`config.mk`:
```
export PLATFORM = sky130hd
export DESIGN_NAME = pwm_dbl_timer
export DESIGN_NICKNAME = d
export VERILOG_FILES = /design/src/rtl/pwm_dbl_timer.sv
export SDC_FILE = /design/constraint.sdc
export NUM_CORES = 1
export LEC_CHECK = 0
export ABC_AREA = 1
export BUFFER_PORTS_ARGS = -buffer_cell sky130_fd_sc_hd__buf_2
export CAP_MARGIN = 20
export CORE_MARGIN = 2
export CORE_UTILIZATION = 25
export DETAILED_ROUTE_END_ITERATION = 6
export GPL_ROUTABILITY_DRIVEN = 0
export SYNTH_ARGS = -nofsm -noshare
export SYNTH_HDL_FRONTEND = slang
export SYNTH_SLANG_ARGS = --single-unit
export TNS_END_PERCENT = 30
```
`constraint.sdc`:
```
create_clock -name clk -period 3.25 [get_ports clk]
set_clock_uncertainty 0.05 [all_clocks]
set_input_delay 0.325 -clock clk [delete_from_list [all_inputs] [get_ports clk]]
set_output_delay 0.325 -clock clk [all_outputs]
set_load 0.01 [all_outputs]
```
`src/rtl/pwm_dbl_timer.sv`:
```
module pwm_dbl_timer #(
  parameter int W    = 16,
  parameter int NSRC = 8,
  parameter int AW   = 3
) (
  input  logic          clk,
  input  logic          rst_n,
  input  logic [NSRC-1:0] tick_src,
  input  logic          wr_en,
  input  logic [AW-1:0] wr_addr,
  input  logic [W-1:0]  wr_data,
  output logic          pwm_out,
  output logic          irq
);
  localparam int SW = $clog2(NSRC);
  localparam logic [AW-1:0] A_MODE = AW'(0);
  localparam logic [AW-1:0] A_PER  = AW'(1);
  localparam logic [AW-1:0] A_DUTY = AW'(2);
  localparam logic [AW-1:0] A_PPER = AW'(3);
  localparam logic [AW-1:0] A_PDUT = AW'(4);

  logic [15:0]  mode;
  logic [W-1:0] per_q, duty_q, per_sh, duty_sh, cnt;
  logic         ff_q, irq_q;

  wire run    = mode[15];
  wire buffed = mode[14];
  wire ie     = mode[3];
  wire [SW-1:0] sel = mode[SW-1:0];
  wire step   = run & tick_src[sel];

  wire [W-1:0] cmp_per  = buffed ? per_sh  : per_q;
  wire [W-1:0] cmp_duty = buffed ? duty_sh : duty_q;
  wire hit_per  = (cnt == cmp_per);
  wire hit_duty = (cnt == cmp_duty);

  wire wr_mode = wr_en && (wr_addr == A_MODE);
  wire stop    = wr_mode && !wr_data[15];

  always_ff @(posedge clk or negedge rst_n) begin
    if (!rst_n) begin
      mode    <= '0;
      per_q   <= '0;
      duty_q  <= '0;
      per_sh  <= '0;
      duty_sh <= '0;
      cnt     <= '0;
      ff_q    <= 1'b0;
      irq_q   <= 1'b0;
    end else begin
      irq_q <= 1'b0;
      if (wr_mode) mode <= wr_data[15:0];
      if (wr_en && wr_addr == A_PER)  per_q  <= wr_data;
      if (wr_en && wr_addr == A_DUTY) duty_q <= wr_data;

      if (wr_en && wr_addr == A_PPER) per_sh <= per_q;
      else if (step && buffed && cnt == per_sh) per_sh <= per_q;

      if (wr_en && wr_addr == A_PDUT) duty_sh <= duty_q;
      else if (step && buffed && cnt == duty_sh) duty_sh <= duty_q;

      if (stop) begin
        cnt  <= '0;
        ff_q <= 1'b0;
      end else if (step) begin
        if (hit_per) begin
          cnt   <= '0;
          ff_q  <= 1'b0;
          irq_q <= ie;
        end else begin
          cnt <= cnt + 1'b1;
          if (hit_duty) ff_q <= 1'b1;
        end
      end
    end
  end

  assign pwm_out = ff_q;
  assign irq     = irq_q;
endmodule


```
# After elaboration in Yosys (flattened, before gate mapping)
# Index checks and enable logic that the tools add are counted.
[totals] regBits=98 elab_cells=53
[classes] n_addsub=1 magnitude_cmp=1 n_eq_ne=8 muxes=18 bitwise_logic=1 reduce_logical=16
[ops] operator="two-way mux 16 bit" count=9
[ops] operator="== test 16 bit" count=4
[ops] operator="adder 16 x 1 -> 16 bit (second input constant)" count=1
[ops] operator="logical AND 1 bit" count=9
[ops] operator="two-way mux 1 bit" count=8
[ops] operator="== test 3 x 2 -> 1 bit (second input constant)" count=2
[ops] operator="nonzero test 2 bit" count=3
[ops] operator="< comparator 3 x 4 -> 1 bit (second input constant)" count=1
[ops] operator="binary-select mux 1 bit (select 3 bit)" count=1
[ops] operator="== test 3 x 1 -> 1 bit (second input constant)" count=1
[ops] operator="== test 3 bit (second input constant)" count=1
[ops] operator="logical NOT 3 bit" count=1
[ops] operator="nonzero test 3 bit" count=1
[ops] operator="AND reduction 2 bit" count=1
[ops] operator="AND 1 bit" count=1
[ops] operator="logical NOT 1 bit" count=1

# Longest topological paths before layout
# Gate-level depths: netlist (run 1).
[depth] ltp_word=7 mapped_depth=15 ltp_nobuf=13

# Worst setup path before layout (run 1)
# OpenSTA, ideal clock, no wires.
[synth_path] kind="register -> register" from="register mode[14]" to="register cnt[13]" arrival_ns=1.456 setup_slack_ns=1.626 path_stages_with_launch=14 n_path_buf=3 synth_period_minus_slack_ns=1.624 cell_sequence="dfrtp_1 buf_6 inv_4 buf_6 nand2_1 nand3_1 nand2_1 nor2_1 nand2_1 nor2_2 nand2_2 buf_6 nand4_1 nand2_1"
[synth_via] elab_chain_len=5
[synth_rtl] item="start, declared" line_no="22" source="logic [15:0] mode;"
[synth_rtl] item="start signal, assigned" line_no="52" source="if (wr_mode) mode <= wr_data[15:0];"
[synth_rtl] item="two-way mux 16 bit" line_no="32" source="wire [W-1:0] cmp_per = buffed ? per_sh : per_q;"
[synth_rtl] item="== test 16 bit" line_no="34" source="wire hit_per = (cnt == cmp_per);"
[synth_rtl] item="two-way mux 16 bit" line_no="66" source="if (hit_per) begin"
[synth_rtl] item="two-way mux 16 bit" line_no="65" source="end else if (step) begin"
[synth_rtl] item="two-way mux 16 bit" line_no="62" source="if (stop) begin"
[synth_rtl] item="end signal, assigned" line_no="71" source="cnt <= cnt + 1'b1;"
[synth_rtl] item="end, declared" line_no="23" source="logic [W-1:0] per_q, duty_q, per_sh, duty_sh, cnt;"
# No other way between the ends. The select of a mux whose other input is x is not followed.
# A chain may end at the register's enable or synchronous reset.

# Final worst setup path (run 1)
[layout_path] from="register mode[14]" to="register irq_q, in the netlist irq"
[layout_via] elab_chain_len=5
[layout_rtl] item="two-way mux 16 bit" line_no="32"
[layout_rtl] item="== test 16 bit" line_no="34"
[layout_rtl] item="two-way mux 1 bit" line_no="66"
[layout_rtl] item="two-way mux 1 bit" line_no="65"
[layout_rtl] item="two-way mux 1 bit" line_no="62"
[layout_rtl] item="end signal, assigned" line_no="69" source="irq_q <= ie;"
[layout_rtl] item="end, declared" line_no="24" source="logic ff_q, irq_q;"
# No other way between the ends.

==> results of run 1 <==
## cells in the final DEF (no fill, tap or decap)
cell and n:
a21oi_1 1, nand4_1 22, clkinv_2 2, nand3b_1 1, nor2_2 3, nand2_1 367
or2_1 2, buf_4 7, inv_1 70, buf_2 30, nor2_1 44, dfrtp_1 88
inv_2 6, inv_4 1, xor2_1 10, nor3_2 1, nor2_4 1, nand3_1 88
nand2_4 3, nand2_2 9, or2_0 2, ha_1 1, nor3_1 5, or2_2 2
clkbuf_16 9, clkbuf_8 2, clkbuf_1 2, bufinv_16 1, dlygate4sd3_1 1, xnor2_1 14
nand3_2 1, o21ai_0 38
## registers in the layout, summed over array words and instances (netlist names)
signal / cells
per_sh: 16
pwm_out: 1
per_q: 16
duty_q: 16
irq: 1
duty_sh: 16
mode: 6
cnt: 16
## layer usage
metal / track usage (%) / up-vias / share of wire (%)
li1: - / 2559 / -
met5: 0 / - / 0
met4: 3.160 / 0 / 1.2
met1: 18.48 / 2291 / 50
met3: 1.483 / 13 / 2.8
met2: 20.76 / 84 / 46
## through the flow
step	setup WS, ps	hold WS, ps	area (µm²)	util [%]	cells
6_report	1109	201.8	6106	28.15	1114
5_1_grt	895.2	216.2	6106	28.15	1114
4_1_cts	1081	200.1	6106	28.15	1114
3_5_place_dp	928.9	213.8	5796	26.72	1097
3_3_place_gp	976.7	202.8	5796	26.72	1097
2_1_floorplan	1626	-20.59	5479	-	818
## how the worst max path moves through the flow
stage | from | slack (ps) | cells after the start | end
2_1_floorplan | mode[14]$_DFFE_PN0N_ | 1630 | 13 | cnt[13]$_DFFE_PN0P_
3_3_place_gp | wr_addr[2] | 980 | 9 | cnt[4]$_DFFE_PN0P_
3_5_place_dp | wr_addr[2] | 930 | 9 | cnt[13]$_DFFE_PN0P_
4_1_cts | mode[14]$_DFFE_PN0N_ | 1080 | 9 | irq$_DFF_PN0_
5_1_grt | mode[14]$_DFFE_PN0N_ | 900 | 12 | pwm_out$_DFFE_PN0P_
6_report | mode[14]$_DFFE_PN0N_ | 1110 | 9 | irq$_DFF_PN0_
## power by group through the flow
stage / combinational [mW] / sequential [mW] / clock, mW
after floorplan: 0.916 / 1.48 / 0
after global placement: 1.07 / 1.59 / 0
after detailed placement: 1.08 / 1.59 / 0
after CTS: 1.09 / 1.57 / 1.09
after global routing: 1.27 / 1.61 / 1.14
final: 1.09 / 1.58 / 1.07
## cells by family (layout without fill, tap and decap cells)
logic type | count (synthesis) | in the layout | synth area share [%]
and+or+nand+nor | 551 | 551 | 42.54
buffers and inverters | 115 | 131 | 9.637
DFF | 88 | 88 | 40.19
AOI/OAI and AO/OA | 39 | 39 | 3.562
xor gates and xnor gates | 24 | 24 | 3.836
adders and majority gates | 1 | 1 | 0.2283
## area by class of cell
cell class | count | area (µm²) | share of cell area [%]
Clock inverter | 3 | 40.04 | 0.6557
Timing Repair Buffer | 38 | 212.7 | 3.484
Inverter | 77 | 291.5 | 4.775
Clock buffer | 13 | 260.3 | 4.262
Tap cell | 280 | 350.3 | 5.738
Multi-Input combinational cell | 615 | 2749 | 45.02
Sequential cell | 88 | 2202 | 36.07
## Yosys cell counts, types with 3 or more instances
cell type and count:
inv_2 6, inv_1 70, buf_4 6, nand2_2 9
nor3_1 5, o21ai_0 38, xor2_1 10, clkbuf_1 9
dfrtp_1 88, nand2_4 3, nand3_1 88, nand4_1 22
buf_2 15, buf_6 7, nand2_1 367, nor2_2 3
nor2_1 44, xnor2_1 14
## critical path, stage by stage, from the launching register on
cell     delay [ps]
dfrtp_1         390
buf_4           390
nand2_1         130
nand3_1         110
nand2_1          60
nor2_1          120
nand2_1         100
nor2_2          130
nand2_2         260
nor3_2          290
==> impl_metrics.ini, run 1 <==
[run_status]
run_status = finished, final reports clean

[pwr]
intPower_mw = 2.368
switching_share_pct = 36.56
clock_power_share_pct = 28.7
ir_worst_vdd_v = 0.0002352
leakage_nw = 3.248
p_total_mw = 3.732
p_seq_share_pct = 42.2
p_per_area_nw_per_um2 = 611.2
power_switching_mw = 1.364
comb_power_share_pct = 29.1

[grt]
grt_pass1_wl_um = 24470
antenna_found_initial = 0
grt_pass1_vias = 4696
gr-total-overflow = 0
grt_max_degree = 35
grt_usage_pct = 12.89

[yosys]
synthArstFlopShare_pct = 100.0
yosysTopAreaCell = dfrtp_1
synth_flop_cell = dfrtp_1
mappedNetlistArea_um2 = 5479
synth_top_area_share_pct = 40.19
syn_inst = 818
synth_edf_count = 0
synth.yosys.seq_area_share_pct = 40.19
yosys-top-cells-area = dfrtp_1 40%, nand2_1 25%, nand3_1 8.0%
syn-num-nets = 849
ys_ff_latch = 88
yosysWarnings = 0
avgSynthCellArea_um2 = 6.698
synth_cell_types = 29

[timing]
relSlewSlack_pct = 30.71
setup_viol = 0
worst_pin_slew_ps = 1037
rsz0062_at_grt = false
hold_violations = 0
period_minus_slack_ps = 2141
fin_tns_setup_ps = 0
max_freq_mhz = 467.0
min_period_over_period_pct = 65.88
slew_viol_final = 0

[floorplan]
start_util_pct = 25.26
core_area_um2 = 21690
die_area_um2 = 23120
die_h_um = 152.0
die_x_um = 152.0
io_pins = 32
rows = 54

[min_path]
hold_path_startpoint = wr_data[13]
hp-class = in2reg
min_path_cells = 3
worst_hold_path.endpoint = per_q[13]$_DFFE_PN0P_

[run]
timing.max_cap.violations = 0

[detailed_routing]
via_per_inst = 4.441
drt-total-wl_um = 14660
routedWlPerCell_um = 13.16
drtPass1Iterations = 5
ant_nets = 0
drt-initial-drc-count = 289
drc = 0
routed-via-count = 4947

[finish]
syn2layout_area_growth_pct = 11.44
antennaDiodeCount = 0
nets = 860
nFillCells = 2417
drive_gt1_share_pct = 9.353

[cts]
clkLatencyLatePin_ps = 340
ctsLongestPathBuffers = 2
cts_tree = done
cts_hold_buf = 1
clk_pin_slew_ps = 60
ctsResizeCount = 0
numCtsBuffers = 9
ctsHtreeMaxLevel = 3
cts_setup_buffers = 0
cts-root-buf = clkbuf_16
cts_num_sinks = 88

[setup_path]
ff2ff_path_depth = 9
r2r_start = mode[14]$_DFFE_PN0N_
critPathKind = reg2reg
cp_max_fo = 34
startpoint_type = register
reg2reg_slack_ps = 1110
cp.required_ps = 3430
r2r-end = irq$_DFF_PN0_
worstPathArrival_ps = 2330
endpoint_kind = register

[placed_design]
dp_hpwl_um = 10240
io_buffers = 31
(Power assumes the default switching activity.)
==> inputs of run 2 (changes only) <==
Clock period 3.25 ns to 2.1 ns, I/O delays scaled along.
==> impl_metrics.ini, run 2 (synthesis gave the netlist of run 1 again) <==
[setup_path]
cp.required_ps = 2280
startpoint_type = register
cp-startpoint = cnt[0]$_DFFE_PN0P_
worstPathArrival_ps = 2080
ff2ff_path_depth = 10
endpoint_kind = register
r2r_start = cnt[0]$_DFFE_PN0P_
slowest_stage = dfrtp_1
r2r-end = per_sh[12]$_DFFE_PN0P_
critPathKind = reg2reg
reg2reg_slack_ps = 200
cpMostUsedCell = nand2_1
crit_chain = inv_1 -> nand2_1 -> nand3_1 -> nor2_1 -> nand2_1 -> nor2_1 -> nand2_2 -> buf_12 -> nand3_1 -> nand2_1
cp_max_fo = 11
cpPeakStageDelay_ps = 540

[run]
timing.max_cap.violations = 0

[cts]
clkLatencyLatePin_ps = 350
cts_tree = done
cts-root-buf = clkbuf_16
cts_num_sinks = 88
ctsHtreeMaxLevel = 3
numCtsBuffers = 9
clk_pin_slew_ps = 70
ctsLongestPathBuffers = 2

[detailed_routing]
drt-total-wl_um = 14440
drc = 0
via_per_inst = 4.437
drt-initial-drc-count = 306
drtPass1Iterations = 5
ant_nets = 0
routed-via-count = 5027
routedWlPerCell_um = 12.75

[min_path]
min_path_cells = 3
hp-class = in2reg
hold_path_startpoint = wr_data[11]
worst_hold_path.endpoint = duty_q[11]$_DFFE_PN0P_

[finish]
antennaDiodeCount = 0
drive_gt1_share_pct = 11.72
fin_cells = 1133
syn2layout_area_growth_pct = 15.05
nets = 879
mostFrequentLayoutCells = 367 x nand2_1, 88 x nand3_1, 86 x dfrtp_1, 70 x inv_1, 44 x nor2_1
final_util_pct = 29.06
layout_commonest_cell = nand2_1

[grt]
grt_pass1_wl_um = 24270
grt_pass1_vias = 4684
antenna_found_initial = 0
grt_usage_pct = 12.75
grt_max_degree = 44
gr-total-overflow = 0

[timing]
min_period_over_period_pct = 90.42
slew_viol_final = 0
worst_pin_slew_ps = 598.9
max_freq_mhz = 526.7
hold_slack_ps = 82.88
hold_violations = 0
relSlewSlack_pct = 60.07
rsz0062_at_grt = false
period_minus_slack_ps = 1899
setup_viol = 0
fin_tns_setup_ps = 0

[floorplan]
die_x_um = 152.0
rows = 54
io_pins = 32
start_util_pct = 25.26
core_area_um2 = 21690
die_h_um = 152.0
die_area_um2 = 23120

[placed_design]
dp_hpwl_um = 10740
dp_cells = 1115
io_buffers = 31

[pwr]
p_per_area_nw_per_um2 = 928.8
leakage_nw = 3.358
p_total_mw = 5.855
ir_worst_vdd_v = 0.0003817

[run_status]
run_status = finished, final reports clean
-- run 2: layout make-up --
cell class                 instances  area (µm²)
sequential                        88        2205
clock inverter                     6       67.56
inverter                          77       294.0
multi-input combinational        615        2754
fill                            2339       15380
timing repair inverter             1       6.256
timing repair buffer              56       397.9
tap                              280       350.3
clock buffer                      10       229.0
-- run 2: per-layer routing --
layer  track usage, %  up-vias  part of all wire [%]
met5                0        -                     0
met3            2.082       12                   3.8
li1                 -     2604                     -
met4            3.783        0                   1.3
met1            18.60     2300                    51
met2            19.39      111                    44
-- run 2: metrics by stage --
stage	instance area [µm²]	setup WS, ps
detailed placement	5981	109.4
global placement	5981	105.6
floorplan	5479	476.1
global route	6304	32.57
CTS	6287	96.56
finish	6304	201.2
-- run 2: repair_timing --
item	4_1_cts	5_1_grt
resized for setup	0	6
setup buffers	0	0
hold buffers	1	0
endpoints found under the hold margin	41	0
endpoints found under the setup margin	0	24
-- run 2: worst max-delay path, delay by kind of cell (launching register included) --
kind / cells / cell delay, ps
buffers and inverters: 2 / 330
flip-flops: 1 / 540
AND/OR/NAND/NOR: 8 / 860
-- run 2: report_power, final --
group          internal [mW]  switching, mW  leakage (nW)
Clock                  0.930          0.723         0.139
Combinational          0.709           1.04          2.08
Sequential              2.04          0.422          1.14
-- run 2: how the worst max path moves through the flow --
stage,endpoint,slack [ps]
2_1_floorplan,cnt[13]$_DFFE_PN0P_,480
3_3_place_gp,pwm_out$_DFFE_PN0P_,110
3_5_place_dp,pwm_out$_DFFE_PN0P_,110
4_1_cts,pwm_out$_DFFE_PN0P_,100
5_1_grt,duty_sh[10]$_DFFE_PN0P_,30
6_report,per_sh[12]$_DFFE_PN0P_,200
